$ cat config.mk
export PLATFORM = sky130hd
export DESIGN_NAME = dfa_walk_engine
export DESIGN_NICKNAME = d
export VERILOG_FILES = /design/src/rtl/dfa_walk_pkg.sv /design/src/rtl/dfa_tbl_addr.sv /design/src/rtl/dfa_step_fsm.sv /design/src/rtl/dfa_match_reg.sv /design/src/rtl/dfa_walk_engine.sv
export SDC_FILE = /design/constraint.sdc
export NUM_CORES = 1
export LEC_CHECK = 0
export ABC_AREA = 1
export BUFFER_PORTS_ARGS = -buffer_cell sky130_fd_sc_hd__buf_2
export CORE_UTILIZATION = 40
export DETAILED_ROUTE_END_ITERATION = 12
export PLACE_DENSITY = 0.65
export REMOVE_ABC_BUFFERS = 1
export SYNTH_ARGS = -nofsm -noshare
export SYNTH_HDL_FRONTEND = slang
export SYNTH_HIERARCHICAL = 1
export SYNTH_SLANG_ARGS = --single-unit
$ cat constraint.sdc
create_clock -name clk -period 3.06 [get_ports clk]
set_input_delay 0.612 -clock clk [delete_from_list [all_inputs] [get_ports clk]]
set_output_delay 0.612 -clock clk [all_outputs]
set_load 0.03 [all_outputs]
$ cat src/rtl/dfa_walk_pkg.sv
package dfa_walk_pkg;

  typedef enum logic [1:0] {
    PH_IDLE  = 2'd0,
    PH_ISSUE = 2'd1,
    PH_EVAL  = 2'd2,
    PH_STEP  = 2'd3
  } walk_phase_t;

  localparam int ACCEPT_BIT = 0;

endpackage

$ cat src/rtl/dfa_tbl_addr.sv
module dfa_tbl_addr #(
  parameter int STATE_W = 16,
  parameter int CHAR_W  = 8,
  parameter int ADDR_W  = STATE_W + CHAR_W + 1
) (
  input  logic [STATE_W-1:0] state_i,
  input  logic [7:0]         byte_i,
  output logic [ADDR_W-1:0]  prop_addr_o,
  output logic [ADDR_W-1:0]  next_addr_o
);

  logic [ADDR_W-1:0] base;
  logic [ADDR_W-1:0] code;

  // state * (2^CHAR_W + 1) as a shift plus one add
  assign base = (ADDR_W'(state_i) << CHAR_W) + ADDR_W'(state_i);

  generate
    if (CHAR_W >= 8) begin : g_full_byte
      assign code = ADDR_W'(byte_i);
    end else begin : g_narrow
      assign code = ADDR_W'(byte_i[CHAR_W-1:0]);
    end
  endgenerate

  assign prop_addr_o = base;
  assign next_addr_o = base + ADDR_W'(1) + code;

endmodule

$ cat src/rtl/dfa_step_fsm.sv
module dfa_step_fsm
  import dfa_walk_pkg::*;
#(
  parameter int RULE_W  = 8,
  parameter int STATE_W = 16,
  parameter int POS_W   = 16
) (
  input  logic               clk,
  input  logic               rst,
  input  logic               q_valid,
  input  logic [RULE_W-1:0]  q_rule,
  input  logic [STATE_W-1:0] q_state,
  input  logic [POS_W-1:0]   q_pos,
  input  logic [POS_W-1:0]   pkt_end,
  output logic               q_pop,
  output logic               pay_rd,
  output logic [POS_W-1:0]   pay_addr,
  output logic               tbl_rd,
  output logic               sel_next,
  input  logic [STATE_W-1:0] tbl_data,
  output logic [STATE_W-1:0] cur_state_o,
  output logic               hit,
  output logic [RULE_W-1:0]  hit_rule,
  output logic [POS_W-1:0]   hit_start,
  output logic [POS_W-1:0]   hit_end
);

  walk_phase_t        phase;
  logic               pop_r;
  logic [RULE_W-1:0]  rule_r;
  logic [STATE_W-1:0] cur_state;
  logic [POS_W-1:0]   start_r;
  logic [POS_W-1:0]   cur_pos;
  logic               at_end;
  logic               is_dead;
  logic               accepting;

  assign at_end    = (cur_pos >= pkt_end);
  assign is_dead   = (cur_state == '0);
  assign accepting = tbl_data[ACCEPT_BIT];

  always_ff @(posedge clk) begin
    if (rst) begin
      phase     <= PH_IDLE;
      pop_r     <= 1'b0;
      rule_r    <= '0;
      cur_state <= '0;
      start_r   <= '0;
      cur_pos   <= '0;
    end else begin
      pop_r <= 1'b0;
      unique case (phase)
        PH_IDLE: begin
          if (q_valid) begin
            pop_r     <= 1'b1;
            rule_r    <= q_rule;
            cur_state <= q_state;
            start_r   <= q_pos;
            cur_pos   <= q_pos;
            phase     <= PH_ISSUE;
          end
        end
        PH_ISSUE: begin
          phase <= is_dead ? PH_IDLE : PH_EVAL;
        end
        PH_EVAL: begin
          if (accepting || at_end) begin
            phase <= PH_IDLE;
          end else begin
            cur_pos <= cur_pos + POS_W'(1);
            phase   <= PH_STEP;
          end
        end
        PH_STEP: begin
          cur_state <= tbl_data;
          phase     <= PH_ISSUE;
        end
        default: phase <= PH_IDLE;
      endcase
    end
  end

  always_comb begin
    pay_rd   = (phase == PH_ISSUE) && !is_dead && !at_end;
    tbl_rd   = ((phase == PH_ISSUE) && !is_dead) ||
               ((phase == PH_EVAL) && !accepting && !at_end);
    sel_next = (phase == PH_EVAL);
    hit      = (phase == PH_EVAL) && accepting;
  end

  assign q_pop       = pop_r;
  assign pay_addr    = cur_pos;
  assign cur_state_o = cur_state;
  assign hit_rule    = rule_r;
  assign hit_start   = start_r;
  assign hit_end     = cur_pos;

  // a pop is a single pulse and only follows a non-empty queue
  p_pop_once_r2: assert property (@(posedge clk) disable iff (rst)
    q_pop |=> !q_pop);
  p_pop_valid_r2: assert property (@(posedge clk) disable iff (rst)
    q_pop |-> $past(q_valid));

  // payload reads stay inside the packet
  p_pay_bound_r8: assert property (@(posedge clk) disable iff (rst)
    pay_rd |-> (pay_addr < pkt_end));

  // a hit lies between the record offset and the packet end
  p_hit_bound_r6: assert property (@(posedge clk) disable iff (rst)
    hit |-> ((hit_end >= hit_start) && (hit_end <= pkt_end)));

endmodule

$ cat src/rtl/dfa_match_reg.sv
module dfa_match_reg #(
  parameter int RULE_W = 8,
  parameter int POS_W  = 16
) (
  input  logic              clk,
  input  logic              rst,
  input  logic              hit,
  input  logic [RULE_W-1:0] hit_rule,
  input  logic [POS_W-1:0]  hit_start,
  input  logic [POS_W-1:0]  hit_end,
  output logic              m_valid,
  output logic [RULE_W-1:0] m_rule,
  output logic [POS_W-1:0]  m_start,
  output logic [POS_W-1:0]  m_end
);

  always_ff @(posedge clk) begin
    if (rst) begin
      m_valid <= 1'b0;
      m_rule  <= '0;
      m_start <= '0;
      m_end   <= '0;
    end else begin
      m_valid <= hit;
      if (hit) begin
        m_rule  <= hit_rule;
        m_start <= hit_start;
        m_end   <= hit_end;
      end
    end
  end

  // each report lasts one cycle and never ends before it starts
  p_report_pulse_r6: assert property (@(posedge clk) disable iff (rst)
    m_valid |=> !m_valid);
  p_report_order_r6: assert property (@(posedge clk) disable iff (rst)
    m_valid |-> (m_end >= m_start));

endmodule

$ cat src/rtl/dfa_walk_engine.sv
module dfa_walk_engine #(
  parameter int RULE_W  = 8,
  parameter int STATE_W = 16,
  parameter int POS_W   = 16,
  parameter int CHAR_W  = 8,
  localparam int ADDR_W = STATE_W + CHAR_W + 1
) (
  input  logic               clk,
  input  logic               rst,
  input  logic               q_valid,
  input  logic [RULE_W-1:0]  q_rule,
  input  logic [STATE_W-1:0] q_state,
  input  logic [POS_W-1:0]   q_pos,
  input  logic [POS_W-1:0]   pkt_end,
  output logic               q_pop,
  output logic               pay_rd,
  output logic [POS_W-1:0]   pay_addr,
  input  logic [7:0]         pay_data,
  output logic               tbl_rd,
  output logic [ADDR_W-1:0]  tbl_addr,
  input  logic [STATE_W-1:0] tbl_data,
  output logic               m_valid,
  output logic [RULE_W-1:0]  m_rule,
  output logic [POS_W-1:0]   m_start,
  output logic [POS_W-1:0]   m_end
);

  logic               sel_next;
  logic [STATE_W-1:0] cur_state;
  logic [ADDR_W-1:0]  prop_addr;
  logic [ADDR_W-1:0]  next_addr;
  logic               hit;
  logic [RULE_W-1:0]  hit_rule;
  logic [POS_W-1:0]   hit_start;
  logic [POS_W-1:0]   hit_end;

  dfa_step_fsm #(
    .RULE_W (RULE_W),
    .STATE_W(STATE_W),
    .POS_W  (POS_W)
  ) u_fsm (
    .clk        (clk),
    .rst        (rst),
    .q_valid    (q_valid),
    .q_rule     (q_rule),
    .q_state    (q_state),
    .q_pos      (q_pos),
    .pkt_end    (pkt_end),
    .q_pop      (q_pop),
    .pay_rd     (pay_rd),
    .pay_addr   (pay_addr),
    .tbl_rd     (tbl_rd),
    .sel_next   (sel_next),
    .tbl_data   (tbl_data),
    .cur_state_o(cur_state),
    .hit        (hit),
    .hit_rule   (hit_rule),
    .hit_start  (hit_start),
    .hit_end    (hit_end)
  );

  dfa_tbl_addr #(
    .STATE_W(STATE_W),
    .CHAR_W (CHAR_W),
    .ADDR_W (ADDR_W)
  ) u_addr (
    .state_i    (cur_state),
    .byte_i     (pay_data),
    .prop_addr_o(prop_addr),
    .next_addr_o(next_addr)
  );

  assign tbl_addr = sel_next ? next_addr : prop_addr;

  dfa_match_reg #(
    .RULE_W(RULE_W),
    .POS_W (POS_W)
  ) u_report (
    .clk      (clk),
    .rst      (rst),
    .hit      (hit),
    .hit_rule (hit_rule),
    .hit_start(hit_start),
    .hit_end  (hit_end),
    .m_valid  (m_valid),
    .m_rule   (m_rule),
    .m_start  (m_start),
    .m_end    (m_end)
  );

  // the dead state's property word (address 0) is never fetched
  p_dead_skip_r7: assert property (@(posedge clk) disable iff (rst)
    tbl_rd |-> (tbl_addr != '0));

endmodule

==> results.json, run 1 <==
{
  "status": "finished, violations left",
  "violations": "negative setup slack",
  "synthTopCellsByArea": "dfxtp_1 28%, nand2_1 17%, nor2_1 10%",
  "required_ns": 2.45,
  "layout.nets": 1454,
  "grtUsageTotal": 0.210,
  "dieArea_sq_um": 18700,
  "fin_total_pwr_mw": 4.83,
  "cap_violations": 0,
  "yosysTopAreaCellShare": 0.276,
  "hpwl_um": 14100,
  "start_util": 0.415,
  "synth_common_cells": "332 x nand2_1, 197 x nor2_1, 157 x inv_1",
  "dp_slack_ns": -0.113,
  "vias_per_cell": 4.73,
  "irDropWorstVdd_mv": 0.349,
  "h-tree-depth": 3,
  "grt-ovfl-total": 0,
  "arrival_ns": 2.63,
  "fin_skew_ns": 0.00418,
  "path_class": "reg2out",
  "drtIter0Drc": 416,
  "ys.flop_type": "dfxtp_1",
  "synthesis.area_sq_um": 7260,
  "cts_tree": "done",
  "rows": 48,
  "fin_ws_ns": -0.181,
  "leakagePower_nw": 4.69,
  "hp-class": "reg2reg",
  "path_clk_slew_ns": 0.07,
  "gp_congestion": 0.893,
  "slew_viol_final": 0,
  "drc_errors": 0,
  "first_pass_iters": 5,
  "finalHoldViolations": 0,
  "setup_viol": 12,
  "fin_crit_sh": 1.06,
  "cts_buffers": 9,
  "clockBufferDepth": 2,
  "fin_area_sq_um": 9080,
  "syn_avg_cell_area_sq_um": 6.23,
  "grt_antenna_before_repair": 0,
  "worstMarginPinSlew_ns": 0.866,
  "synthCells": 1164,
  "antenna_cells": 0,
  "drive_gt1_frac": 0.265,
  "wl_per_cell_um": 12.4,
  "pin_count": 168,
  "placed_cell_area_sq_um": 8270,
  "io_buffers": 167,
  "vias": 7377,
  "yosysMostFrequentCell": "nand2_1",
  "ys_seq_area_frac": 0.276,
  "min_period_ns": 3.24,
  "synth_seq_cells": 100,
  "synth-edff-count": 0,
  "die_h_um": 137,
  "timing.setup.tns_ns": -1.22,
  "die-width_um": 137,
  "clkSinkCount": 100,
  "maxSlewHeadroom": 0.422,
  "rsz0062_at_grt": "yes",
  "synthDistinctLibCells": 41,
  "grt_pass1_vias": 6617,
  "max_clock_freq_ghz": 0.309,
  "grt_max_degree": 50,
  "start_kind": "flip-flop",
  "grt_pass1_wl_um": 31100,
  "cts_root_buf": "clkbuf_16",
  "antenna_left": 0,
  "yosys_warnings": 6,
  "areaGrowthSynthToFinish_pct": 25.1,
  "wirelength_um": 19400,
  "async_flop_share": 0,
  "critPathMaxFanout": 3,
  "core-area_sq_um": 17500,
  "cellPowerDensity_nw_per_um2": 532,
  "clk_latency_ns": 0.35,
  "utilization": 0.519,
  "crit_path_end_kind": "output pin",
  "yosys.area.top_type": "dfxtp_1"
}
## worst max-delay path: stages (launching register included)
cell	delay, ns
dfxtp_4	0.36
ha_4	0.16
fa_2	0.56
inv_2	0.06
nor2_2	0.12
nand3_4	0.11
nor2_4	0.13
nand3_2	0.13
buf_4	0.16
xor2_1	0.16
nand2_1	0.08
nand2_1	0.10
buf_6	0.13
## registers in the layout, indices dropped and copies added (netlist names)
name / count
u_report/m_rule: 8
u_fsm/phase: 2
u_fsm/hit_end: 16
u_fsm/hit_rule: 8
u_report/m_end: 16
u_fsm/hit_start: 16
u_report/m_start: 16
u_fsm/q_pop: 1
u_fsm/cur_state_o: 16
u_report/m_valid: 1
## cell type report
cell class | instances | area [sq um]
clock buffer | 11 | 243
fill | 1789 | 8400
sequential | 100 | 2020
timing repair buffer | 223 | 1370
multi-input combinational | 835 | 4440
tap | 225 | 282
clock inverter | 4 | 97.6
inverter | 163 | 619
## report_power, final
part | total, mW | switching (mW) | internal (mW)
sequential | 1.55 | 0.120 | 1.43
combinational | 1.96 | 1.22 | 0.746
clock | 1.31 | 0.495 | 0.818
total | 4.83 | 1.83 | 3.00
## layout by cell type (no fill, tap or decap), types with 6 or more instances in the layout
cell,Yosys,routed
buf_2,9,151
dfxtp_2,0,6
buf_6,14,20
nor2_1,197,190
nand4_1,13,13
dfxtp_1,100,91
a21oi_1,55,54
ha_4,0,10
o21ai_0,60,57
nor2_4,5,7
ha_1,37,25
nand3_2,13,16
nand2_4,5,8
xor2_1,17,17
nand2_2,14,26
nor2_2,7,12
nand2_1,332,317
inv_1,157,151
clkbuf_16,0,9
o21ai_1,4,7
nand3_1,41,35
buf_4,28,52
inv_2,4,8
## final timing paths
path | from | endpoint | slack [ns] | cells past startpoint
setup / recovery | u_fsm/cur_state_o[0] | tbl_addr[16] | -0.18 | 12
hold / removal | u_report/m_rule[3] | u_report/m_rule[3] | 0.47 | 2
setup reg to reg | u_fsm/phase[0] | u_fsm/hit_end[13] | 0.92 | 10
hold reg to reg | u_report/m_rule[3] | u_report/m_rule[3] | 0.47 | 2
## per-layer routing
| metal | share of wire | up-vias | GRT usage |
|---|---|---|---|
| met5 | 0 | - | 0 |
| met4 | 0.018 | 0 | 0.0759 |
| met3 | 0.043 | 22 | 0.0252 |
| met2 | 0.49 | 168 | 0.376 |
| met1 | 0.45 | 3290 | 0.256 |
| li1 | - | 3897 | - |
## through the flow
| stage | cells | hold WS [ns] |
|---|---|---|
| floorplan | 1098 | 0.455 |
| global placement | 1538 | 0.451 |
| detailed placement | 1538 | 0.459 |
| CTS | 1557 | 0.469 |
| global route | 1561 | 0.490 |
| finish | 1561 | 0.467 |
## logic make-up (layout without fill, tap and decap cells)
| logic type | after synthesis | count (layout) | synth area share |
|---|---|---|---|
| flops | 100 | 100 | 0.276 |
| buf+inv | 229 | 401 | 0.150 |
| xor+xnor | 22 | 22 | 0.0291 |
| compound gates | 126 | 126 | 0.0897 |
| simple gates | 648 | 648 | 0.386 |
| fa+ha+maj | 39 | 39 | 0.0693 |
## repair_timing
action | in CTS | in global routing
pin swaps | 26 | 32
endpoints found under the setup margin | 17 | 20
hold buffers | 0 | 0
setup buffers | 4 | 4
resized for setup | 52 | 61
Power figures use the tool's default switching activity.
==> inputs of run 2 (changes only) <==
Settings changed: PLACE_DENSITY 0.65 to 0.66, SYNTH_HIERARCHICAL 1 to default.
==> run 2 against run 1 <==
Net effect: the flow still finishes with violations (negative setup slack); wire length fell by 5.3%; sequential power barely moved; combinational power fell by 17%; via count fell by 9.6%; maximum frequency rose by 4.6%; cell count fell by 12%; largest power group unchanged; die area fell by 12%; register-to-register slack got worse by 0.06 ns; first-iteration DRC count rose by 9.6%; cell area fell by 9.7%.
==> results.json, run 2 <==
{
  "synthCells": 985,
  "yosys_warnings": 0,
  "synth-edff-count": 0,
  "drtIter0Drc": 456,
  "mostFrequentLayoutCell": "nor2_1",
  "synthDistinctLibCells": 39,
  "crit_path_end_kind": "output pin",
  "ys.flop_type": "dfxtp_1",
  "yosysMostFrequentCell": "nor2_1",
  "fin_skew_ns": 0.00652,
  "hpwl_um": 13700,
  "clockBufferDepth": 2,
  "cts_tree": "done",
  "die-width_um": 128,
  "drive_gt1_frac": 0.268,
  "grt_pass1_wl_um": 29400,
  "vias_per_cell": 4.85,
  "fin_crit_sh": 1.01,
  "antenna_cells": 0,
  "leakagePower_nw": 4.05,
  "synthTopCellsByArea": "dfxtp_1 32%, nor2_1 11%, nand2_1 11%",
  "vias": 6668,
  "violations": "negative setup slack",
  "utilization": 0.535,
  "worstMarginPinSlew_ns": 0.828,
  "grt_pass1_vias": 5980,
  "layout.nets": 1280,
  "finalHoldViolations": 0,
  "max_clock_freq_ghz": 0.323,
  "synth_seq_cells": 100,
  "yosysTopAreaCellShare": 0.316,
  "cts_root_buf": "clkbuf_16",
  "arrival_ns": 2.49,
  "slowest_stage": "fa_2",
  "grtUsageTotal": 0.225,
  "cts_buffers": 9,
  "core-area_sq_um": 15300,
  "die_h_um": 128,
  "areaGrowthSynthToFinish_pct": 29.3,
  "clk_latency_ns": 0.35,
  "critPathMaxStageDelay_ns": 0.38,
  "critPathMaxFanout": 4,
  "synthesis.area_sq_um": 6340,
  "synth_common_cells": "190 x nor2_1, 189 x nand2_1, 105 x inv_1",
  "grt_max_degree": 48,
  "start_kind": "flip-flop",
  "grt_antenna_before_repair": 0,
  "cap_violations": 0,
  "setup_viol": 7,
  "dieArea_sq_um": 16400,
  "rsz0062_at_grt": "yes",
  "h-tree-depth": 3,
  "required_ns": 2.45,
  "wirelength_um": 18400,
  "status": "finished, violations left",
  "slew_viol_final": 0,
  "ys_seq_area_frac": 0.316,
  "gp_congestion": 0.892,
  "cellPowerDensity_nw_per_um2": 527,
  "maxSlewHeadroom": 0.448,
  "fin_total_pwr_mw": 4.32,
  "async_flop_share": 0,
  "hp-class": "reg2reg",
  "first_pass_iters": 5,
  "wl_per_cell_um": 13.4,
  "yosys.area.top_type": "dfxtp_1",
  "rows": 45,
  "hold_ws_ns": 0.477,
  "path_class": "reg2out",
  "fin_ws_ns": -0.0398,
  "io_buffers": 167,
  "cts_hold_buf": 0,
  "dp_slack_ns": -0.0378,
  "pin_count": 168,
  "path_clk_slew_ns": 0.07,
  "path_cells": "ha_4 > fa_2 > nand2_4 > nand2_4 > nand3_2 > nand2_2 > nand2_2 > nand2_4 > nor2_2 > nand3_2 > nor2_2 > nand2_1 > nand2_1 > nand2_1 > buf_4",
  "antenna_left": 0,
  "grt-ovfl-total": 0,
  "irDropWorstVdd_mv": 0.287,
  "clkSinkCount": 100,
  "drc_errors": 0,
  "start_util": 0.414,
  "final_cell_mix": "179 x nor2_1, 175 x nand2_1, 155 x buf_2, 104 x o21ai_0, 101 x inv_1",
  "syn_avg_cell_area_sq_um": 6.44,
  "min_period_ns": 3.10
}
[run 2: per-layer routing]
metal	wire length [um]	up-vias	track usage
li1	-	3514	-
met1	8650	2977	0.299
met2	8610	157	0.377
met3	796	20	0.0363
met4	300	0	0.0651
met5	0	-	0
[run 2: cell type report]
class	count	area [sq um]
well taps	211	264
clock inverters	7	67.6
multi-input cells	734	4040
clock buffers	9	225
fillers	1575	7120
repair buffers	199	1150
flip-flops and latches	100	2020
inverters	114	428
[run 2: repair_timing]
item | CTS | global route
endpoints found under the setup margin | 13 | 18
gates resized for setup | 49 | 50
setup buffers | 4 | 3
pin swaps | 11 | 9
[run 2: cell families (layout without fill, tap and decap cells)]
kind of cell / count (synthesis) / after routing / share of synthesized area
and+or+nand+nor: 479 / 479 / 0.320
AOI/OAI and AO/OA: 190 / 190 / 0.155
buffers and inverters: 151 / 329 / 0.0916
DFF: 100 / 100 / 0.316
adders and majority gates: 39 / 39 / 0.0793
xor gates and xnor gates: 25 / 25 / 0.0369
muxes: 1 / 1 / 0.00158
[run 2: metrics by stage]
step	setup TNS, ns	cell area, sq um	cells
finish	-0.193	8200	1374
CTS	-0.0674	7990	1371
global placement	-0.00856	7500	1351
detailed placement	-0.0575	7500	1351
floorplan	0	6190	948
global route	-1.35	8200	1374
[run 2: final timing paths]
| path | slack, ns | startpoint | end | cells past startpoint |
|---|---|---|---|---|
| min reg2reg | 0.48 | u_fsm.hit_start[11] | u_fsm.hit_start[11] | 2 |
| min | 0.48 | u_fsm.hit_start[11] | u_fsm.hit_start[11] | 2 |
| max reg2reg | 0.86 | u_fsm.hit_end[10] | u_fsm.hit_end[2] | 11 |
| max | -0.04 | u_fsm.cur_state_o[0] | tbl_addr[18] | 15 |
[run 2: critical path: cells and delay by family, from the launching register on]
| family | cells | cell delay (ns) |
|---|---|---|
| flip-flops | 1 | 0.37 |
| AND/OR/NAND/NOR | 12 | 1.07 |
| adder cells (fa/ha/maj) | 2 | 0.55 |
| buffers and inverters | 1 | 0.16 |
[run 2: power breakdown]
part | switching [mW] | total [mW] | internal, mW
Clock | 0.547 | 1.12 | 0.574
Sequential | 0.141 | 1.57 | 1.43
Combinational | 1.05 | 1.62 | 0.575
Total | 1.74 | 4.32 | 2.58
==> inputs of run 3 (changes only) <==
Settings changed: PLACE_DENSITY 0.66 to default.
==> run 3 against run 2 <==
Net effect: the flow still finishes with violations (negative setup slack); cell area increased by 2.9%; cell count increased by 0.87%; maximum frequency decreased by 0.49%; via count barely moved; total power is 2.2% higher; register-to-register slack better by 0.02 ns; setup slack got worse by 0.015 ns; sequential share of layout area fell by 0.78 points; sequential cell count did not move; largest cell class unchanged; largest power group unchanged; highest routed layer unchanged.
==> results.json, run 3 (synthesis results as in run 2) <==
{
  "min_period_ns": 3.12,
  "maxSlewHeadroom": 0.448,
  "wirelength_um": 19000,
  "cts_buffers": 9,
  "worstReg2RegEnd": "u_fsm.hit_end[15]",
  "slowest_stage": "fa_2",
  "cellPowerDensity_nw_per_um2": 523,
  "drc_errors": 0,
  "grtUsageTotal": 0.233,
  "r2r_setup_slack_ns": 0.88,
  "n_fill_cell": 1576,
  "status": "finished, violations left",
  "crit_end": "tbl_addr[23]",
  "pin_count": 168,
  "areaGrowthSynthToFinish_pct": 33.0,
  "start_util": 0.414,
  "dp_slack_ns": -0.0747,
  "fin_area_sq_um": 8430,
  "grt_pass1_vias": 5941,
  "dieArea_sq_um": 16400,
  "leakagePower_nw": 4.14,
  "utilization": 0.551,
  "fin_skew_ns": 0.00860,
  "die_h_um": 128,
  "stdcell_count": 1386,
  "worstMarginPinSlew_ns": 0.828,
  "path_clk_slew_ns": 0.08,
  "setup_viol": 4,
  "die-width_um": 128,
  "clockBufferDepth": 2,
  "critPathMaxFanout": 4,
  "vias": 6674,
  "crit_start": "u_fsm.cur_state_o[8]",
  "timing.setup.tns_ns": -0.107,
  "slew_viol_final": 0,
  "top_layer": "met4",
  "r2r-start": "u_fsm.hit_end[9]",
  "grt_pass1_wl_um": 30000,
  "placed_cells": 1358,
  "start_kind": "flip-flop",
  "core-area_sq_um": 15300,
  "hp-class": "reg2reg",
  "irDropWorstVdd_mv": 0.287,
  "hold_ws_ns": 0.476,
  "fin_total_pwr_mw": 4.41,
  "gp_congestion": 0.859,
  "r2r_cells": 11,
  "crit_top_cell": "nand2_1",
  "final_cell_mix": "178 x nor2_1, 171 x nand2_1, 153 x buf_2, 102 x o21ai_0, 100 x inv_1",
  "cts_root_buf": "clkbuf_16",
  "dr_wl_met3_um": 848,
  "first_pass_iters": 5,
  "rows": 45,
  "cp_top_family": "simple AND/OR/NAND/NOR gates",
  "hpwl_um": 14000,
  "ff_latch_area_sq_um": 2010,
  "cts_tree": "done",
  "clk_latency_ns": 0.35,
  "cap_violations": 0,
  "whs_path_depth": 2,
  "cp_num_buf_inv": 3,
  "max_clock_freq_ghz": 0.321,
  "drive_gt1_frac": 0.281,
  "grt_max_degree": 56,
  "grt-ovfl-total": 0,
  "multi_input_area_sq_um": 4180,
  "met1_length_um": 9840,
  "finalHoldViolations": 0,
  "arrival_ns": 2.50,
  "violations": "negative setup slack",
  "path_class": "reg2out",
  "fin_crit_sh": 1.02,
  "grt_antenna_before_repair": 1,
  "antenna_left": 0,
  "cp.depth": 15,
  "required_ns": 2.45,
  "crit_path_end_kind": "output pin",
  "rsz0062_at_grt": "yes",
  "dr_wl_met2_um": 8040,
  "layout.nets": 1291,
  "h-tree-depth": 3,
  "io_buffers": 167,
  "wl_per_cell_um": 13.7,
  "path_cells": "ha_4 > fa_2 > nand2_4 > buf_6 > nand3_4 > nor2_4 > nand2_1 > nand3_2 > nand3_4 > nor2_4 > nand2_1 > nand2_1 > nand2_1 > inv_2 > buf_6",
  "placed_cell_area_sq_um": 7550,
  "vias_per_cell": 4.82,
  "fin_ws_ns": -0.0552,
  "mostFrequentLayoutCell": "nor2_1",
  "clkSinkCount": 100,
  "drtIter0Drc": 376,
  "critPathMaxStageDelay_ns": 0.39
}
## run 3: worst min path at each step
stage	from	to	slack, ns
global placement	u_fsm.hit_start[6]	u_fsm.hit_start[6]	0.46
detailed placement	u_fsm.hit_start[6]	u_fsm.hit_start[6]	0.46
finish	u_fsm.hit_rule[2]	u_fsm.hit_rule[2]	0.48
CTS	u_fsm.hit_start[6]	u_fsm.hit_start[6]	0.48
floorplan	u_fsm.hit_rule[0]	u_fsm.hit_rule[0]	0.45
global route	u_fsm.hit_start[15]	u_fsm.hit_start[15]	0.49
## run 3: worst reg2reg max path: stages (launching register included)
cell      delay, ns
dfxtp_1        0.47
ha_1           0.30
nand2_1        0.06
inv_1          0.03
o21bai_1       0.11
nand2_1        0.07
a21oi_1        0.17
nand4_1        0.20
nand2_2        0.21
nand2_4        0.20
nor2_1         0.20
nor2_1         0.06
## run 3: final cells by class
cell class,count,share of cell area
Antenna cell,1,0.000297
Clock buffer,10,0.0272
Clock inverter,6,0.00668
Inverter,114,0.0507
Multi-Input combinational cell,734,0.496
Sequential cell,100,0.238
Tap cell,211,0.0313
Timing Repair Buffer,210,0.150
## run 3: where the power goes
group | leakage [nW] | total (mW) | switching [mW] | internal, mW
Clock | 0.137 | 1.12 | 0.548 | 0.570
Combinational | 3.18 | 1.73 | 1.10 | 0.629
Sequential | 0.822 | 1.56 | 0.133 | 1.43
Total | 4.14 | 4.41 | 1.78 | 2.63
## run 3: what timing repair did
action,CTS,global route
setup endpoints to repair,13,17
resized for setup,63,62
buffers inserted,7,4
hold buffers,0,0
pin swaps,18,24
cloned,0,0
## run 3: routing by layer
metal,up-vias,track usage
li1,3539,-
met1,2966,0.342
met2,151,0.349
met3,18,0.0380
met4,0,0.0623
met5,-,0
